`src/rtl/segdac_pkg.sv`:
```
// Package: segdac_pkg
// Shared default sizes and arithmetic helpers for the segmented converter
// front end. Assumes the word splits into a binary low part and a unary
// high part with the high part no wider than a few bits.
package segdac_pkg;
    localparam int DEF_WORD_W = 12;
    localparam int DEF_BIN_W  = 8;

    // Number of unary segments for a decoded field of the given width.
    function automatic int seg_count(input int hi_bits);
        return (1 << hi_bits) - 1;
    endfunction
endpackage

```
`src/rtl/segdac_master.sv`:
```
// Module: segdac_master
// First capture stage. Takes the raw input word on each rising edge.
// Assumes the input meets setup and hold to clk; no handshake.
module segdac_master #(
    parameter int WORD_W = 12
) (
    input  logic              clk,
    input  logic              rst_n,
    input  logic [WORD_W-1:0] din,
    output logic [WORD_W-1:0] word_q
);
    // Capture the input word, cleared by synchronous reset.
    always_ff @(posedge clk) begin
        if (!rst_n) word_q <= '0;
        else        word_q <= din;
    end
endmodule

```
`src/rtl/segdac_therm.sv`:
```
// Module: segdac_therm
// Unsigned binary to thermometer decoder. Output k is high when the
// input value exceeds k. Purely combinational; assumes SEG_N = 2**HI_W-1.
module segdac_therm #(
    parameter int HI_W  = 4,
    parameter int SEG_N = 15
) (
    input  logic [HI_W-1:0]  code,
    output logic [SEG_N-1:0] therm
);
    // One comparator per segment.
    for (genvar k = 0; k < SEG_N; k++) begin : g_seg
        assign therm[k] = (int'(code) > k);
    end
endmodule

```
`src/rtl/segdac_slave.sv`:
```
// Module: segdac_slave
// Second register stage in front of the switch drivers. Registers binary
// switches, segment enables, output models and the band-change flag so
// that all of them move on one edge. Assumes the master word and its
// decoded segments arrive together.
module segdac_slave #(
    parameter int WORD_W = 12,
    parameter int BIN_W  = 8,
    parameter int SEG_N  = 15
) (
    input  logic              clk,
    input  logic              rst_n,
    input  logic [WORD_W-1:0] m_word,
    input  logic [SEG_N-1:0]  m_seg,
    output logic [BIN_W-1:0]  bin_q,
    output logic [SEG_N-1:0]  seg_q,
    output logic [WORD_W-1:0] main_q,
    output logic [WORD_W-1:0] comp_q,
    output logic              carry_q
);
    localparam int          HI_W    = WORD_W - BIN_W;
    localparam logic [WORD_W-1:0] FS_M1 = {WORD_W{1'b1}};

    // Move the decoded word to the switch controls and update the models.
    always_ff @(posedge clk) begin
        if (!rst_n) begin
            bin_q   <= '0;
            seg_q   <= '0;
            main_q  <= '0;
            comp_q  <= FS_M1;
            carry_q <= 1'b0;
        end else begin
            bin_q   <= m_word[BIN_W-1:0];
            seg_q   <= m_seg;
            main_q  <= m_word;
            comp_q  <= FS_M1 - m_word;
            carry_q <= (m_word[WORD_W-1 -: HI_W] != main_q[WORD_W-1 -: HI_W]);
        end
    end

    // Tracks cycles since reset so past-value checks stay inside them.
    logic warm_q;
    always_ff @(posedge clk) begin
        if (!rst_n) warm_q <= 1'b0;
        else        warm_q <= 1'b1;
    end

    // segment enables form a contiguous run from bit 0 of the right length.
    assert_therm_shape_R5: assert property (@(posedge clk) disable iff (!rst_n)
        ((seg_q & (seg_q + 1'b1)) == '0) &&
        ($countones(seg_q) == int'(main_q[WORD_W-1 -: HI_W])));

    // complementary model sums with the main model to full scale minus one.
    assert_comp_sum_R7: assert property (@(posedge clk) disable iff (!rst_n)
        ({1'b0, main_q} + {1'b0, comp_q}) == {1'b0, FS_M1});

    // ladder switches follow the low byte of the shown word.
    assert_bin_low_R3: assert property (@(posedge clk) disable iff (!rst_n)
        bin_q == main_q[BIN_W-1:0]);

    // the flag marks exactly the cycles in which the segment set changed.
    assert_carry_match_R8: assert property (@(posedge clk) disable iff (!rst_n)
        warm_q |-> (carry_q == (seg_q != $past(seg_q))));
endmodule

```
`src/rtl/segdac_front.sv`:
```
// Module: segdac_front
// Top of the segmented converter input path: master capture, unary decode
// of the high field, slave stage in front of the switches. Assumes one word
// per clock and a synchronous active-low reset.
module segdac_front #(
    parameter int WORD_W = segdac_pkg::DEF_WORD_W,
    parameter int BIN_W  = segdac_pkg::DEF_BIN_W
) (
    input  logic                                        clk,
    input  logic                                        rst_n,
    input  logic [WORD_W-1:0]                           din,
    output logic [BIN_W-1:0]                            bin_sw,
    output logic [segdac_pkg::seg_count(WORD_W-BIN_W)-1:0] seg_en,
    output logic [WORD_W-1:0]                           out_main,
    output logic [WORD_W-1:0]                           out_comp,
    output logic                                        seg_carry
);
    localparam int HI_W  = WORD_W - BIN_W;
    localparam int SEG_N = segdac_pkg::seg_count(HI_W);

    logic [WORD_W-1:0] m_word;
    logic [SEG_N-1:0]  m_seg;

    segdac_master #(.WORD_W(WORD_W)) u_master (
        .clk(clk), .rst_n(rst_n), .din(din), .word_q(m_word)
    );

    segdac_therm #(.HI_W(HI_W), .SEG_N(SEG_N)) u_therm (
        .code(m_word[WORD_W-1 -: HI_W]), .therm(m_seg)
    );

    segdac_slave #(.WORD_W(WORD_W), .BIN_W(BIN_W), .SEG_N(SEG_N)) u_slave (
        .clk(clk), .rst_n(rst_n), .m_word(m_word), .m_seg(m_seg),
        .bin_q(bin_sw), .seg_q(seg_en), .main_q(out_main),
        .comp_q(out_comp), .carry_q(seg_carry)
    );

    // Counts edges since reset release, saturating, for latency checks.
    logic [1:0] since_rst;
    always_ff @(posedge clk) begin
        if (!rst_n)               since_rst <= '0;
        else if (since_rst != 2'd3) since_rst <= since_rst + 2'd1;
    end

    // outputs show the word sampled two edges earlier.
    assert_latency_R1: assert property (@(posedge clk) disable iff (!rst_n)
        (since_rst >= 2'd2) |-> (out_main == $past(din, 2)));

    // segment enables match the unary value of the word sampled two edges ago.
    assert_seg_decode_R4: assert property (@(posedge clk) disable iff (!rst_n)
        (since_rst >= 2'd2) |->
        ($countones(seg_en) == int'($past(din[WORD_W-1 -: HI_W], 2))));
endmodule

```
`config.mk`:
```
export PLATFORM = sky130hd
export DESIGN_NAME = segdac_front
export DESIGN_NICKNAME = d
export VERILOG_FILES = /design/src/rtl/segdac_pkg.sv /design/src/rtl/segdac_master.sv /design/src/rtl/segdac_therm.sv /design/src/rtl/segdac_slave.sv /design/src/rtl/segdac_front.sv
export SDC_FILE = /design/constraint.sdc
export NUM_CORES = 1
export LEC_CHECK = 0
export ABC_AREA = 1
export BUFFER_PORTS_ARGS = -buffer_cell sky130_fd_sc_hd__buf_2
export CORE_UTILIZATION = 47
export CTS_CLUSTER_DIAMETER = 80
export DETAILED_ROUTE_END_ITERATION = 8
export GPL_TIMING_DRIVEN = 0
export PLACE_DENSITY_LB_ADDON = 0.15
export REMOVE_ABC_BUFFERS = 1
export SLEW_MARGIN = 20
export SYNTH_ARGS = -nofsm -noshare
export SYNTH_HDL_FRONTEND = slang
export SYNTH_HIERARCHICAL = 1
export SYNTH_SLANG_ARGS = --single-unit
```
`constraint.sdc`:
```
create_clock -name clk -period 1.3 [get_ports clk]
set_input_delay 0.26 -clock clk [delete_from_list [all_inputs] [get_ports clk]]
set_output_delay 0.26 -clock clk [all_outputs]
set_load 0.01 [all_outputs]
```
---- Yosys cells after proc, flatten, opt, wreduce, memory -nomap -nowiden ----
Index checks and enable logic that the tools add are counted.
storage, ports and cells
  register bits after elaboration ......... 60
  input port bits ......................... 14
  output and inout port bits .............. 48
  word-level logic and storage cells ...... 23
operators by class
  $add $sub $neg .......................... 1
  order comparisons ....................... 15
  eq/ne operators ......................... 1
operators by type and width
  cell                    number
  $gt 4x4->1 const B      7
  $gt 4x3->1 const B      4
  $sub 12x12->12 const A  1
  $gt 4x1->1 const B      2
  $gt 4x2->1 const B      2
  $ne 4x4->1              1

---- Logic depth before layout (Yosys ltp) ----
  word-level depth ........................ 1
  gate-level depth with buffers ........... 5
  depth with buffers taken out ............ 5

---- Modules after synthesis ----
Netlist, hierarchy kept.
modules (own cells, without submodules)
  module         times used  cells each  area each (um^2)
  segdac_slave   1           129         1197.4
  segdac_master  1           37          341.6
  segdac_therm   1           26          115.1

---- Least setup slack after synthesis ----
OpenSTA, ideal clock, no wires.
  kind .................................... register to register
  start point ............................. register u_master.word_q[9]
  end point ............................... register u_slave.carry_q
  arrival ................................. 753 ps
  data required time ...................... 1183 ps
  slack ................................... 430 ps
  stages on the path, launching flop included .. 6
  clock period less this slack ............ 870 ps
  cell sequence ........................... dfxtp_1 > inv_1 > nand2_1 > nand2_1 > nor2_1 > a21oi_2
between the ends
  word-level cells in the longest chain between the ends .. 1
ends and longest elaborated chain
  item                    line                 source
  start, declared         segdac_master.sv:10  output logic [WORD_W-1:0] word_q
  start signal, assigned  segdac_master.sv:15  else word_q <= din;
  $ne 4x4->1              segdac_slave.sv:37   carry_q <= (m_word[WORD_W-1 -: HI_W] != main_q[WORD_W-1 -: HI_W]);
  end signal, assigned    segdac_slave.sv:37
  end, declared           segdac_slave.sv:19   output logic carry_q
Every way passes these cells.
A chain may end at the register's enable or synchronous reset.

---- Worst setup path after layout ----
  start point ............................. register u_slave.main_q[8]
  end point ............................... output port out_main[8]
RTL lines
  item                    line                source
  start, declared         segdac_slave.sv:17  output logic [WORD_W-1:0] main_q,
  start signal, assigned  segdac_slave.sv:35  main_q <= m_word;
  end, declared           segdac_front.sv:14  output logic [WORD_W-1:0] out_main,
No word-level cell between the ends.

==> results.md <==
* Worst-Skew Late Latency at 0.35 ns
* Area contributors post-synth: dfxtp_1 (63%), nand2_1 (14%), inv_1 (12%)
* Post-CTS Hold Buffers at 0
* Hold Crit Start: din[6]
* Most common cell in the netlist: nand2_1
* Mapped cell area at 1650 um^2
* Core box area at 3360 um^2
* Root buf cell: clkbuf_4
* CP cell instances: buf_2
* CP arrival at 0.85 ns
* Final Cell Area at 1980 um^2
* Post-synth top area cell: dfxtp_1
* Seq cells post-synth at 52
* Total GRT Usage at 13.6%
* Crit-path slowest cell: dfxtp_1
* Placed cell area at 1900 um^2
* Post_cts resized at 0
* Dpl hpwl at 1520 um
* H-tree Lvls at 2
* Share of the synthesized area in the top cell type at 62.9%
* IO buf count at 61
* GRT overflow at 0
* Library cells used by synthesis at 14
* Starting DRT DRC Count at 62
* Initial antenna violation count at 0
* Layout cells sized above 1 at 29.8%
* Number of max-cap violations at 0
* Antenna Violating Nets Remaining at 0
* # IOs at 62
* First-pass detailed-route iteration total at 4
* Clock sinks at 52
* Hold Path Depth at 3
* First-pass GRT wire length at 3630 um
* Residual DRC at 0
* Diodes inserted at 0
* Post-CTS Setup Bufs at 0
* Mapped Cells at 192
* CTS Buf Count at 5
* R2R Setup Slk at 0.29 ns
* Synth top cells by count: nand2_1 (60), dfxtp_1 (52), inv_1 (52)
* Max Root-Sink Buffers at 2
* Buf+Inv Stages, Crit Path at 1
* Final period util at 85.5%
* # setup viols final at 0
* Die height at 61.3 um
* Lkg Pwr at 1.27 nW
* YS warnings at 6
* FP Rows at 21
* P&R area growth vs syn at 19.7%
* Total negative slack at 0 ns
* Max IR drop VDD at 0.883 mV
* Startpoint Class: flop
* Post-DR wirelength/cell at 7.59 um
* Die X-Extent at 61.3 um
* Final #Nets at 261
* Clock Skew at 0.0109 ns
* Main flop type after synthesis: dfxtp_1
* Delay-heaviest family, CP: flip-flops
* CTS tree: yes
* Worst Reg2Reg Path Length in Cells at 5
* Via Count at 1,144
* Crit Path Category: reg -> out
* Hold endpoint: u_master/word_q[6]
* Critical Path End Type: output pin
* CP Max Fanout at 3
* Final hold violation count at 0
* Measured slew at the worst slew-check pin at 0.658 ns
* Initial Util at 49.2%
* Avg Synthesized Cell Area at 8.62 um^2
* CP peak stage delay at 0.37 ns
* Max Clk Rate at 899 MHz
* Routability-driven placement congestion ratio at 0.665
* Die area at 3760 um^2
* Vias per cell at 3.89
* Pwr Density at 1390 nW/um^2
* Max_slew headroom at 56.1%
* FF-to-FF End: u_slave/carry_q
* Final WL at 2230 um
* Pin count of the biggest net entering global routing at 41
* Asr flop ratio synth at 0%
* Clk slew on worst S/H paths at 0.13 ns
* Vias in the first global route at 908
* Crit path time final at 1.11 ns
* Post-synth EDFFs at 0
* WP data required at 1.04 ns
* Max Transition Viols Final at 0
* Status: finished clean
* Seq/Total Area, Yosys at 62.9%
* RSZ-0062 raised after global routing: false
* Hold WC Path Type: in -> reg
* Reg-to-Reg Start: u_master/word_q[9]
## routing by layer
| metal | vias to the layer above | track usage, % | part of all wire [%] |
|---|---|---|---|
| li1 | 627 | - | - |
| met1 | 471 | 15.4 | 49 |
| met2 | 41 | 21.3 | 42 |
| met3 | 5 | 5.25 | 7.4 |
| met4 | 0 | 8.77 | 2.0 |
| met5 | - | 0 | 0 |
## layout by cell type, fill, tap and decap left out, drive strengths merged
master / n
a21oi: 2
nand2: 62
buf: 61
bufinv: 1
nand3: 1
dfxtp: 52
nor2: 7
o21ai: 2
inv: 53
clkinv: 1
clkbuf: 6
## per-stage QoR
| stage | hold WS [ns] | util, % | total power, mW | std cells | setup slack (ns) |
|---|---|---|---|---|---|
| 2_1_floorplan | 0.348 | - | 1.84 | 179 | 0.430 |
| 5_1_grt | 0.0577 | 58.9 | 2.92 | 294 | 0.126 |
| 3_3_place_gp | 0.369 | 56.6 | 1.94 | 286 | 0.189 |
| 6_report | 0.0796 | 58.9 | 2.76 | 294 | 0.188 |
| 3_5_place_dp | 0.372 | 56.6 | 1.95 | 286 | 0.187 |
| 4_1_cts | 0.0661 | 58.9 | 2.79 | 294 | 0.167 |
## how the worst max path moves through the flow
stage	endpoint	cells after the start	slack, ns	from
floorplan	u_slave/carry_q	5	0.43	u_master/word_q[9]
global placement	u_slave/comp_q[8]	2	0.19	rst_n
detailed placement	u_slave/comp_q[7]	2	0.19	rst_n
CTS	out_main[8]	1	0.17	u_slave/main_q[8]
global route	out_main[10]	1	0.13	u_slave/main_q[10]
finish	out_main[8]	1	0.19	u_slave/main_q[8]
## state kept, by name, indices dropped and copies added, names as in the netlist
signal / count
u_slave/comp_q: 12
u_slave/bin_q: 7
u_slave/carry_q: 1
u_master/word_q: 12
u_slave/seg_q: 15
u_slave/main_q: 5
## power breakdown
| group | switching [mW] | internal [mW] |
|---|---|---|
| Clock | 0.448 | 0.404 |
| Combinational | 0.124 | 0.0878 |
| Sequential | 0.0313 | 1.66 |
## tightest hold or removal path: cells and delay by family
kind	cells	cell delay, ns
buffers and inverters	2	0.11
AND/OR/NAND/NOR	1	0.04
## cell families (layout without fill, tap and decap cells)
logic type / after synthesis / in the layout / synth area share, %
and+or+nand+nor: 70 / 70 / 16.3
buffers and inverters: 66 / 122 / 18.9
DFF: 52 / 52 / 62.9
AOI/OAI and AO/OA: 4 / 4 / 1.89
## layout make-up
type / count / area [um^2]
Clock buffer: 6 / 41.3
Clock inverter: 2 / 35.0
Fill cell: 334 / 1380
Inverter: 53 / 199
Multi-Input combinational cell: 74 / 300
Sequential cell: 52 / 1040
Tap cell: 46 / 57.6
Timing Repair Buffer: 61 / 305
No activity file was read; power rests on OpenSTA's default activity.
